$ cat config.mk
export PLATFORM = sky130hd
export DESIGN_NAME = in_ep_txbuf
export DESIGN_NICKNAME = d
export VERILOG_FILES = /design/src/rtl/in_ep_txbuf_pkg.sv /design/src/rtl/in_ep_txbuf_store.sv /design/src/rtl/in_ep_txbuf_ctrl.sv /design/src/rtl/in_ep_txbuf.sv
export SDC_FILE = /design/constraint.sdc
export NUM_CORES = 1
export LEC_CHECK = 0
export ABC_AREA = 0
export BUFFER_PORTS_ARGS = -buffer_cell sky130_fd_sc_hd__buf_2
export CORE_MARGIN = 4
export CORE_UTILIZATION = 30
export CTS_CLUSTER_DIAMETER = 200
export DETAILED_ROUTE_END_ITERATION = 16
export MAX_ROUTING_LAYER = met4
export PLACE_DENSITY = 0.43
export SYNTH_ARGS = -nofsm -noshare
export SYNTH_HDL_FRONTEND = slang
export SYNTH_SLANG_ARGS = --single-unit
$ cat constraint.sdc
create_clock -name clk -period 4.5 [get_ports clk]
set_clock_uncertainty 0.15 [all_clocks]
set_input_delay 0.9 -clock clk [delete_from_list [all_inputs] [get_ports clk]]
set_output_delay 0.9 -clock clk [all_outputs]
set_load 0.05 [all_outputs]
$ cat src/rtl/in_ep_txbuf_pkg.sv
package in_ep_txbuf_pkg;
    typedef enum logic [1:0] {
        ST_IDLE = 2'd0,
        ST_SEND = 2'd1,
        ST_WAIT = 2'd2
    } tx_state_e;
endpackage

$ cat src/rtl/in_ep_txbuf_store.sv
module in_ep_txbuf_store #(
    parameter int DEPTH = 16,
    parameter int DW    = 8,
    parameter int PW    = $clog2(DEPTH)
) (
    input  logic          clk,
    input  logic          we,
    input  logic [PW-1:0] waddr,
    input  logic [DW-1:0] wdata,
    input  logic [PW-1:0] raddr,
    output logic [DW-1:0] rdata
);
    logic [DW-1:0] mem_q [DEPTH];

    always_ff @(posedge clk) begin
        if (we) mem_q[waddr] <= wdata;
    end

    assign rdata = mem_q[raddr];
endmodule

$ cat src/rtl/in_ep_txbuf_ctrl.sv
module in_ep_txbuf_ctrl
    import in_ep_txbuf_pkg::*;
#(
    parameter int DEPTH = 16,
    parameter int PW    = $clog2(DEPTH),
    parameter int CW    = $clog2(DEPTH + 1)
) (
    input  logic          clk,
    input  logic          rst_n,
    input  logic          cpu_wr_en,
    input  logic          cpu_arm,
    input  logic          cpu_flush,
    input  logic          tok_valid,
    input  logic          tok_bad,
    input  logic          rd_req,
    input  logic          hs_ack,
    input  logic          hs_timeout,
    output logic          mem_we,
    output logic [PW-1:0] mem_waddr,
    output logic [PW-1:0] rd_ptr,
    output logic [CW-1:0] count,
    output logic          armed,
    output logic          last,
    output logic          nak,
    output logic          start,
    output logic          irq,
    output logic          force_err
);
    localparam logic [CW-1:0] FULL = CW'(DEPTH);

    typedef struct packed {
        tx_state_e     st;
        logic          armed;
        logic [CW-1:0] count;
        logic [PW-1:0] rd_ptr;
        logic          nak;
        logic          start;
        logic          irq;
        logic          force_err;
    } ctrl_t;

    ctrl_t q, d;
    logic  good_tok;
    logic  at_last;

    assign good_tok = tok_valid && !tok_bad;
    assign at_last  = (q.st == ST_SEND) && (CW'(q.rd_ptr) == q.count - CW'(1));

    always_comb begin
        d           = q;
        d.nak       = 1'b0;
        d.start     = 1'b0;
        d.irq       = 1'b0;
        d.force_err = 1'b0;
        mem_we      = 1'b0;
        if (cpu_flush) begin
            d.st        = ST_IDLE;
            d.armed     = 1'b0;
            d.count     = '0;
            d.rd_ptr    = '0;
            d.force_err = (q.st == ST_SEND);
        end else begin
            unique case (q.st)
                ST_IDLE: begin
                    if (good_tok) begin
                        if (q.armed) begin
                            d.start  = 1'b1;
                            d.rd_ptr = '0;
                            d.st     = (q.count == '0) ? ST_WAIT : ST_SEND;
                        end else begin
                            d.nak = 1'b1;
                        end
                    end
                    if (!q.armed) begin
                        if (cpu_wr_en && (q.count < FULL)) begin
                            mem_we  = 1'b1;
                            d.count = q.count + CW'(1);
                        end
                        if (cpu_arm) d.armed = 1'b1;
                    end
                end
                ST_SEND: begin
                    if (rd_req) begin
                        d.rd_ptr = q.rd_ptr + PW'(1);
                        if (at_last) d.st = ST_WAIT;
                    end
                end
                ST_WAIT: begin
                    if (hs_ack) begin
                        d.st     = ST_IDLE;
                        d.armed  = 1'b0;
                        d.count  = '0;
                        d.rd_ptr = '0;
                        d.irq    = 1'b1;
                    end else if (hs_timeout) begin
                        d.st     = ST_IDLE;
                        d.rd_ptr = '0;
                    end
                end
                default: d.st = ST_IDLE;
            endcase
        end
    end

    always_ff @(posedge clk or negedge rst_n) begin
        if (!rst_n) begin
            q <= '{st: ST_IDLE, armed: 1'b0, count: '0, rd_ptr: '0,
                   nak: 1'b0, start: 1'b0, irq: 1'b0, force_err: 1'b0};
        end else begin
            q <= d;
        end
    end

    assign mem_waddr = q.count[PW-1:0];
    assign rd_ptr    = q.rd_ptr;
    assign count     = q.count;
    assign armed     = q.armed;
    assign last      = at_last;
    assign nak       = q.nak;
    assign start     = q.start;
    assign irq       = q.irq;
    assign force_err = q.force_err;


    count_bound_chk: assert property (@(posedge clk) disable iff (!rst_n)
        q.count <= FULL);


    armed_no_write_chk: assert property (@(posedge clk) disable iff (!rst_n)
        (q.armed && !cpu_flush && q.st == ST_IDLE) |=> $stable(q.count));


    single_reply_chk: assert property (@(posedge clk) disable iff (!rst_n)
        $onehot0({q.nak, q.start}));


    ack_release_chk: assert property (@(posedge clk) disable iff (!rst_n)
        (q.st == ST_WAIT && hs_ack && !cpu_flush) |=> (q.irq && !q.armed && q.count == '0));


    timeout_keep_chk: assert property (@(posedge clk) disable iff (!rst_n)
        (q.st == ST_WAIT && hs_timeout && !hs_ack && !cpu_flush)
            |=> (q.armed && !q.irq && $stable(q.count)));


    bad_token_ignored_chk: assert property (@(posedge clk) disable iff (!rst_n)
        (tok_valid && tok_bad && !cpu_flush) |=> (!q.nak && !q.start));


    flush_midpacket_chk: assert property (@(posedge clk) disable iff (!rst_n)
        (q.st == ST_SEND && cpu_flush) |=> (q.force_err && q.count == '0 && !q.armed));
endmodule

$ cat src/rtl/in_ep_txbuf.sv
module in_ep_txbuf #(
    parameter int DEPTH = 16,
    parameter int DW    = 8,
    localparam int CW   = $clog2(DEPTH + 1),
    localparam int PW   = $clog2(DEPTH)
) (
    input  logic          clk,
    input  logic          rst_n,
    input  logic          cpu_wr_en,
    input  logic [DW-1:0] cpu_wr_data,
    input  logic          cpu_arm,
    input  logic          cpu_flush,
    output logic          cpu_armed,
    output logic [CW-1:0] cpu_byte_count,
    output logic          cpu_tx_done_irq,
    input  logic          sie_tok_valid,
    input  logic          sie_tok_bad,
    input  logic          sie_rd_req,
    output logic [DW-1:0] sie_rd_data,
    output logic          sie_rd_last,
    input  logic          sie_hs_ack,
    input  logic          sie_hs_timeout,
    output logic          sie_send_data,
    output logic          sie_send_nak,
    output logic          sie_force_stuff_err
);
    logic          mem_we;
    logic [PW-1:0] mem_waddr;
    logic [PW-1:0] rd_ptr;

    in_ep_txbuf_ctrl #(.DEPTH(DEPTH), .PW(PW), .CW(CW)) ctrl_i (
        .clk        (clk),
        .rst_n      (rst_n),
        .cpu_wr_en  (cpu_wr_en),
        .cpu_arm    (cpu_arm),
        .cpu_flush  (cpu_flush),
        .tok_valid  (sie_tok_valid),
        .tok_bad    (sie_tok_bad),
        .rd_req     (sie_rd_req),
        .hs_ack     (sie_hs_ack),
        .hs_timeout (sie_hs_timeout),
        .mem_we     (mem_we),
        .mem_waddr  (mem_waddr),
        .rd_ptr     (rd_ptr),
        .count      (cpu_byte_count),
        .armed      (cpu_armed),
        .last       (sie_rd_last),
        .nak        (sie_send_nak),
        .start      (sie_send_data),
        .irq        (cpu_tx_done_irq),
        .force_err  (sie_force_stuff_err)
    );

    in_ep_txbuf_store #(.DEPTH(DEPTH), .DW(DW), .PW(PW)) store_i (
        .clk   (clk),
        .we    (mem_we),
        .waddr (mem_waddr),
        .wdata (cpu_wr_data),
        .raddr (rd_ptr),
        .rdata (sie_rd_data)
    );
endmodule

==> run_results.csv, run 1 <==
group,metric,value,unit
logic_synthesis,synth.area.top_cells,"edfxtp_1, dfrtp_1, mux4_2",
sta,worst_slew_pin_slew,0.849,ns
worst_setup_path,rr_worst_depth,5,
worst_setup_path,cp-start-kind,"flop",
drt,drtPass1Iterations,5,
floorplan,die_w,150,um
global_routing,grtUsageTotal,0.134,
floorplan,core-area,19700,um^2
logic_synthesis,yosysSeqAreaShare,0.700,
logic_synthesis,syn_avg_cell_area,16.1,um^2
logic_synthesis,synth.top_cell.area_share,0.634,
drt,wire_per_inst,19.7,um
clock_tree,clock-sinks,144,
finish,drive_gt1_frac,0.249,
pwr,switching_share,0.271,
clock_tree,cts_setup_buffers,0,
worst_setup_path,r2r_setup_slack,1.57,ns
pwr,seq_power_share,0.447,
worst_setup_path,crit_type,"flop to output port",
worst_setup_path,reg2reg_to,"store_i.mem_q[10][5]",
clock_tree,cts_made_buffers,17,
logic_synthesis,synth_warnings,0,
hold_path,hold_class,"primary input to async pin",
pwr,leakage,2.41,nW
finish,final-seq-area,4250,um^2
worst_setup_path,critical_path_required,3.45,ns
logic_synthesis,synth_common_cells,"edfxtp_1, mux2i_1, o21ai_0",
drt,dr_total_vias,3291,
clock_tree,clkLatencyLatePin,0.42,ns
logic_synthesis,synth_nets,404,
floorplan,die_y,150,um
global_routing,grt_overflow,0,
global_routing,grt_pass1_wl,21.2,mm
pwr,p_per_area,483,nW/um^2
placed_design,dp_hpwl,9.33,mm
placed_design,port_buffers,36,
logic_synthesis,synthFlopType,"edfxtp_1",
clock_tree,clockRootBuffer,"clkbuf_16",
logic_synthesis,yosys.area.top_type,"edfxtp_1",
sta,setup_viol,0,
pwr,vdd_drop_max,0.263,mV
placed_design,gp_congestion,0.739,
drt,ant_nets,0,
global_routing,grt_max_degree,20,
global_routing,grt_pass1_vias,3425,
sta,fin_crit_sh,0.807,
drt,viasPerCell,4.69,
clock_tree,htree_num_levels,4,
finish,fillers,1894,
worst_setup_path,path_max_fanout,18,
floorplan,initial_core_util,0.308,
clock_tree,cts_tree,"yes",
floorplan,pin_count,37,
drt,drc,0,
logic_synthesis,async_reset_ff_frac,0.111,
floorplan,rows,51,
finish,multi_input_area,1670,um^2
sta,final.min_clock_period,3.63,ns
sta,max_freq,275,MHz
drt,drt_iter0_markers,193,
worst_setup_path,worst_ep_arrival_time,2.58,ns
logic_synthesis,ys_types,45,
logic_synthesis,syn_inst,377,
floorplan,dieArea,22500,um^2
clock_tree,holdBufCountCts,0,
worst_setup_path,reg2reg_from,"ctrl_i.q[14]",
pwr,clockPowerShare,0.392,
logic_synthesis,synth.most_common_cell,"edfxtp_1",
clock_tree,ctsResizeCount,0,
drt,finalWirelength,13.9,mm
clock_tree,cts_buffer_depth,2,
worst_setup_path,worst_setup_path_end_kind,"output port",
pwr,p_int,2.52,mW
sta,hold_violations,0,
finish,area_growth,18.2,%
sta,slew-limit-headroom,0.432,
sta,setup-tns-final,0,ns
finish,nets,452,
finish,antenna_cells,0,
finish,utilization,0.364,
global_routing,grt_antenna_before_repair,0,
clock_tree,cts.clk_slew.worst_paths,0.06,ns
logic_synthesis,synth_seq_cells,144,
sta,grt_setup_unrepaired,"false",
logic_synthesis,synth_edf_count,128,
pwr,switchingPower,0.940,mW
run,max_cap_violations,0,
logic_synthesis,syn_area,6060,um^2
sta,drv_slew,0,
pwr,p_comb_frac,0.161,
run_status,status,"finished, final reports clean",
metal layers:
metal,vias up,track usage,wire length (um)
met1,1669,0.181,6670
li1,1561,-,-
met2,48,0.204,6610
met4,0,0.0439,157
met3,13,0.0292,413
met5,-,-,0
worst max path at each step:
stage | slack (ns) | start | end
3_3_place_gp | 1.19 | cpu_flush | store_i.mem_q[9][4]
2_1_floorplan | 0.72 | ctrl_i.count[0] | sie_rd_last
4_1_cts | 0.82 | ctrl_i.rd_ptr[0] | sie_rd_data[0]
6_report | 0.87 | ctrl_i.rd_ptr[0] | sie_rd_data[0]
3_5_place_dp | 1.16 | cpu_flush | store_i.mem_q[10][4]
5_1_grt | 0.69 | ctrl_i.rd_ptr[0] | sie_rd_data[1]
stage by stage:
| step | cell area, um^2 | power, mW | setup slack, ns | hold WS [ns] | std cells |
|---|---|---|---|---|---|
| final | 7160 | 3.46 | 0.870 | 0.245 | 702 |
| after global routing | 7160 | 3.61 | 0.689 | 0.259 | 702 |
| after CTS | 7160 | 3.50 | 0.819 | 0.245 | 702 |
| after detailed placement | 6590 | 2.14 | 1.16 | 0.378 | 671 |
| after global placement | 6590 | 2.14 | 1.19 | 0.382 | 671 |
| after floorplan | 6060 | 1.98 | 0.716 | 0.338 | 377 |
registers in the layout, indices dropped and copies added, names as in the netlist:
| name | cells |
|---|---|
| ctrl_i.nak | 1 |
| ctrl_i.q | 2 |
| store_i.mem_q | 128 |
| ctrl_i.rd_ptr | 4 |
| ctrl_i.armed | 1 |
| ctrl_i.irq | 1 |
| ctrl_i.start | 1 |
| ctrl_i.force_err | 1 |
| ctrl_i.count | 5 |
power by group through the flow:
| stage | sequential [mW] | clock, mW | combinational, mW |
|---|---|---|---|
| after floorplan | 1.58 | 0 | 0.404 |
| after global placement | 1.58 | 0 | 0.562 |
| after detailed placement | 1.58 | 0 | 0.562 |
| after CTS | 1.55 | 1.39 | 0.563 |
| after global routing | 1.55 | 1.45 | 0.606 |
| final | 1.55 | 1.36 | 0.557 |
area by class of cell:
type                       count  area share
clock buffer                  18      0.0599
clock inverter                13      0.0196
inverter                       8     0.00419
multi-input combinational    202       0.234
sequential                   144       0.593
tap                          265      0.0463
timing repair buffer          52      0.0437
placed cells by master, fill, tap and decap left out, types with 8 or more instances in the layout:
master / synthesis / routed
a21oi_1: 11 / 11
a221oi_1: 8 / 8
a22oi_1: 8 / 8
buf_2: 6 / 36
buf_4: 5 / 15
clkbuf_16: 0 / 17
dfrtp_1: 16 / 15
edfxtp_1: 128 / 128
ha_1: 9 / 9
inv_1: 8 / 8
mux2_2: 8 / 8
mux2i_1: 25 / 25
mux4_2: 16 / 16
nand2_1: 20 / 20
nand2b_1: 8 / 8
nor2_1: 17 / 17
nor3_1: 8 / 8
o21ai_0: 21 / 21
kinds of logic (layout without fill, tap and decap cells):
group | Yosys count | after routing | share of synthesized area
DFF | 144 | 144 | 0.700
and+or+nand+nor | 74 | 74 | 0.0617
AOI/OAI and AO/OA | 63 | 63 | 0.0671
muxes | 50 | 50 | 0.117
buffers and inverters | 31 | 91 | 0.0235
adders and majority gates | 9 | 9 | 0.0186
xor gates and xnor gates | 6 | 6 | 0.0112
critical path: stages (launching register included):
cell,delay (ns)
dfrtp_2,0.68
buf_4,0.31
mux2i_1,0.11
a221oi_1,0.50
o21ai_0,0.19
nand2_1,0.11
buf_2,0.26
Note: power is estimated with default switching activity, not from simulation.
==> run 2, diff against run 1 <==
- ABC_AREA: 0 -> 1
- PLACE_DENSITY: 0.43 -> 0.45
- clock period: 4.5 -> 3.16 ns (I/O delays scaled with it)
==> run 2 against run 1 <==
Net effect:
- global-route usage grew 1.6 points
- wire length grew 19%
- sequential power grew 42%
- critical path depth grew 3
- flip-flop and latch count is the same
- worst setup slack lost 0.71 ns
- critical path type unchanged
- cell count grew 26%
- largest cell class unchanged
- count of clock-buffer cells in the layout shrank 1
==> run_results.csv, run 2 <==
group,metric,value,unit
finish,nets,632,
pwr,clockPowerShare,0.396,
run_status,status,"finished, final reports clean",
sta,final.min_clock_period,3.00,ns
worst_setup_path,crit_type,"flop to output port",
finish,largest_register,"store_i.mem_q",
logic_synthesis,synth_edf_count,128,
finish,fin_cells,888,
logic_synthesis,ys_types,33,
finish,mostFrequentLayoutCell,"edfxtp_1",
clock_tree,cts.clk_slew.worst_paths,0.07,ns
logic_synthesis,yosys.area.top_type,"edfxtp_1",
clock_tree,cts_buffer_depth,2,
pwr,vdd_drop_max,0.346,mV
drt,met1Wirelength,7.91,mm
clock_tree,cts_made_buffers,17,
sta,drv_slew,0,
pwr,p_comb_frac,0.187,
finish,drive_gt1_frac,0.202,
placed_design,dp_hpwl,10.9,mm
worst_setup_path,cp_slowest_stage_delay,0.44,ns
pwr,switchingPower,1.65,mW
placed_design,gp_congestion,0.791,
floorplan,dieArea,23200,um^2
sta,setup_viol,0,
logic_synthesis,async_reset_ff_frac,0.111,
global_routing,grt_overflow,0,
drt,viasPerCell,4.73,
global_routing,grt_max_degree,78,
hold_path,hold_class,"primary input to flop",
finish,final-seq-area,4250,um^2
floorplan,die_y,152,um
drt,drt_iter0_markers,374,
logic_synthesis,synth.top_cell.area_share,0.615,
finish,fillers,1990,
sta,setup-tns-final,0,ns
logic_synthesis,syn_area,6250,um^2
global_routing,grt_antenna_before_repair,0,
logic_synthesis,synth_common_cells,"edfxtp_1, nor2_1, nand2_1",
finish,area_growth,20.0,%
drt,drtPass1Iterations,7,
worst_setup_path,path_cells,"inv_4 > buf_12 > nor2_1 > nor2_1 > o21ai_0 > o211ai_1 > o211ai_1 > nand2_1 > buf_2",
drt,finalWirelength,16.5,mm
drt,wl_met2,7.79,mm
placed_design,port_buffers,36,
logic_synthesis,synth.area.top_cells,"edfxtp_1, dfrtp_1, nor2_1",
pwr,p_total,5.28,mW
logic_synthesis,synthFlopType,"edfxtp_1",
logic_synthesis,yosysSeqAreaShare,0.679,
floorplan,initial_core_util,0.307,
floorplan,die_w,152,um
worst_setup_path,critical_path_required,2.38,ns
sta,worst_slew_pin_slew,0.463,ns
drt,dr_total_vias,4201,
logic_synthesis,synth.most_common_cell,"edfxtp_1",
global_routing,grt_pass1_vias,4184,
sta,fin_crit_sh,0.949,
sta,hold_ws,0.333,ns
placed_design,dpl.cell_count,855,
worst_setup_path,path_max_fanout,39,
drt,ant_nets,0,
clock_tree,clock-sinks,144,
floorplan,pin_count,37,
clock_tree,htree_num_levels,4,
clock_tree,clkLatencyLatePin,0.41,ns
worst_setup_path,slowest_stage,"dfrtp_2",
pwr,seq_power_share,0.417,
sta,slew-limit-headroom,0.688,
drt,top_layer_used,"met4",
worst_setup_path,worst_setup_path_end_kind,"output port",
pwr,switching_share,0.312,
finish,multi_input_area,1730,um^2
drt,wire_per_inst,18.5,um
finish,largest_reg_flops,128,
worst_setup_path,worst_ep_arrival_time,2.22,ns
floorplan,core-area,20400,um^2
logic_synthesis,syn_inst,549,
sta,grt_setup_unrepaired,"false",
finish,mostFrequentLayoutCells,"edfxtp_1, nor2_1, nand2_1, o21ai_0, buf_2",
clock_tree,cts_setup_buffers,0,
run,max_cap_violations,0,
clock_tree,clockRootBuffer,"clkbuf_16",
logic_synthesis,syn_avg_cell_area,11.4,um^2
drt,drc,0,
pwr,p_per_area,703,nW/um^2
finish,antenna_cells,0,
pwr,p_int,3.63,mW
floorplan,rows,52,
worst_setup_path,cp-start-kind,"flop",
sta,max_freq,334,MHz
logic_synthesis,synth_warnings,0,
logic_synthesis,synth_nets,576,
sta,hold_violations,0,
drt,wl_met3,685,um
logic_synthesis,synth_seq_cells,144,
global_routing,grtUsageTotal,0.150,
global_routing,grt_pass1_wl,25.6,mm
pwr,leakage,2.79,nW
clock_tree,cts_tree,"yes",
-- run 2: cell types whose count changed in the layout (fill, tap and decap cells not counted), moves of 13 or more --
cell      before  now
mux4_2        16    0
buf_4         15   28
mux2i_1       25    0
nand2_1       20   73
o211ai_1       0   23
inv_1          8   28
nor2_1        17   96
o21ai_0       21   61
nand4_1        1   18
-- run 2: timing repair --
action	4_1_cts	5_1_grt
resized for setup	0	4
setup endpoints to repair	0	6
endpoints found under the hold margin	14	0
hold buffers	1	0
-- run 2: routing by layer --
metal  vias up  GRT usage
met1      2042      0.206
met5         -          -
li1       2066          -
met4         0     0.0360
met3         2     0.0295
met2        91      0.231
-- run 2: power by group through the flow --
stage	registers, mW	logic, mW	clock network, mW
2_1_floorplan	2.27	0.692	0
3_3_place_gp	2.24	0.988	0
3_5_place_dp	2.24	0.986	0
4_1_cts	2.20	0.990	2.14
5_1_grt	2.21	1.09	2.21
6_report	2.20	0.987	2.09
-- run 2: per-stage QoR --
stage                     cell area, um^2   util  worst slack (ns)
final                                7510  0.369             0.162
after global routing                 7510  0.369            0.0318
after CTS                            7500  0.368            0.0579
after detailed placement             6870  0.337             0.521
after global placement               6870  0.337             0.492
after floorplan                      6250      -             0.320
-- run 2: layout make-up --
class / instances / area share
repair buffers: 67 / 0.0590
clock buffers: 17 / 0.0567
well taps: 270 / 0.0450
inverters: 35 / 0.0180
clock inverters: 15 / 0.0255
flip-flops and latches: 144 / 0.566
multi-input cells: 340 / 0.230
-- run 2: cells by family after synthesis --
logic type	Yosys count	synth area share
flip-flops	144	0.679
buffers and inverters	65	0.0462
adder cells (fa/ha/maj)	9	0.0180
AO/OA/AOI/OAI	114	0.107
AND/OR/NAND/NOR	217	0.150
-- run 2: critical path: cells and delay by family, from the launching register on --
family                 cells  cell delay (ns)
AO/OA/AOI/OAI              3             0.49
buffers and inverters      3             0.61
flip-flops                 1             0.44
AND/OR/NAND/NOR            3             0.25
-- run 2: worst paths after layout --
check,depth (start not counted),endpoint,slack (ns),from
max in group asynchronous,2,ctrl_i.rd_ptr[1],1.98,rst_n
setup reg to reg,9,store_i.mem_q[10][3],0.66,ctrl_i.q[14]
hold / removal,3,ctrl_i.armed,0.33,cpu_arm
hold reg to reg,2,ctrl_i.q[15],0.37,ctrl_i.q[15]
min in group asynchronous,2,ctrl_i.count[3],0.54,rst_n
setup / recovery,9,sie_rd_data[2],0.16,ctrl_i.rd_ptr[0]
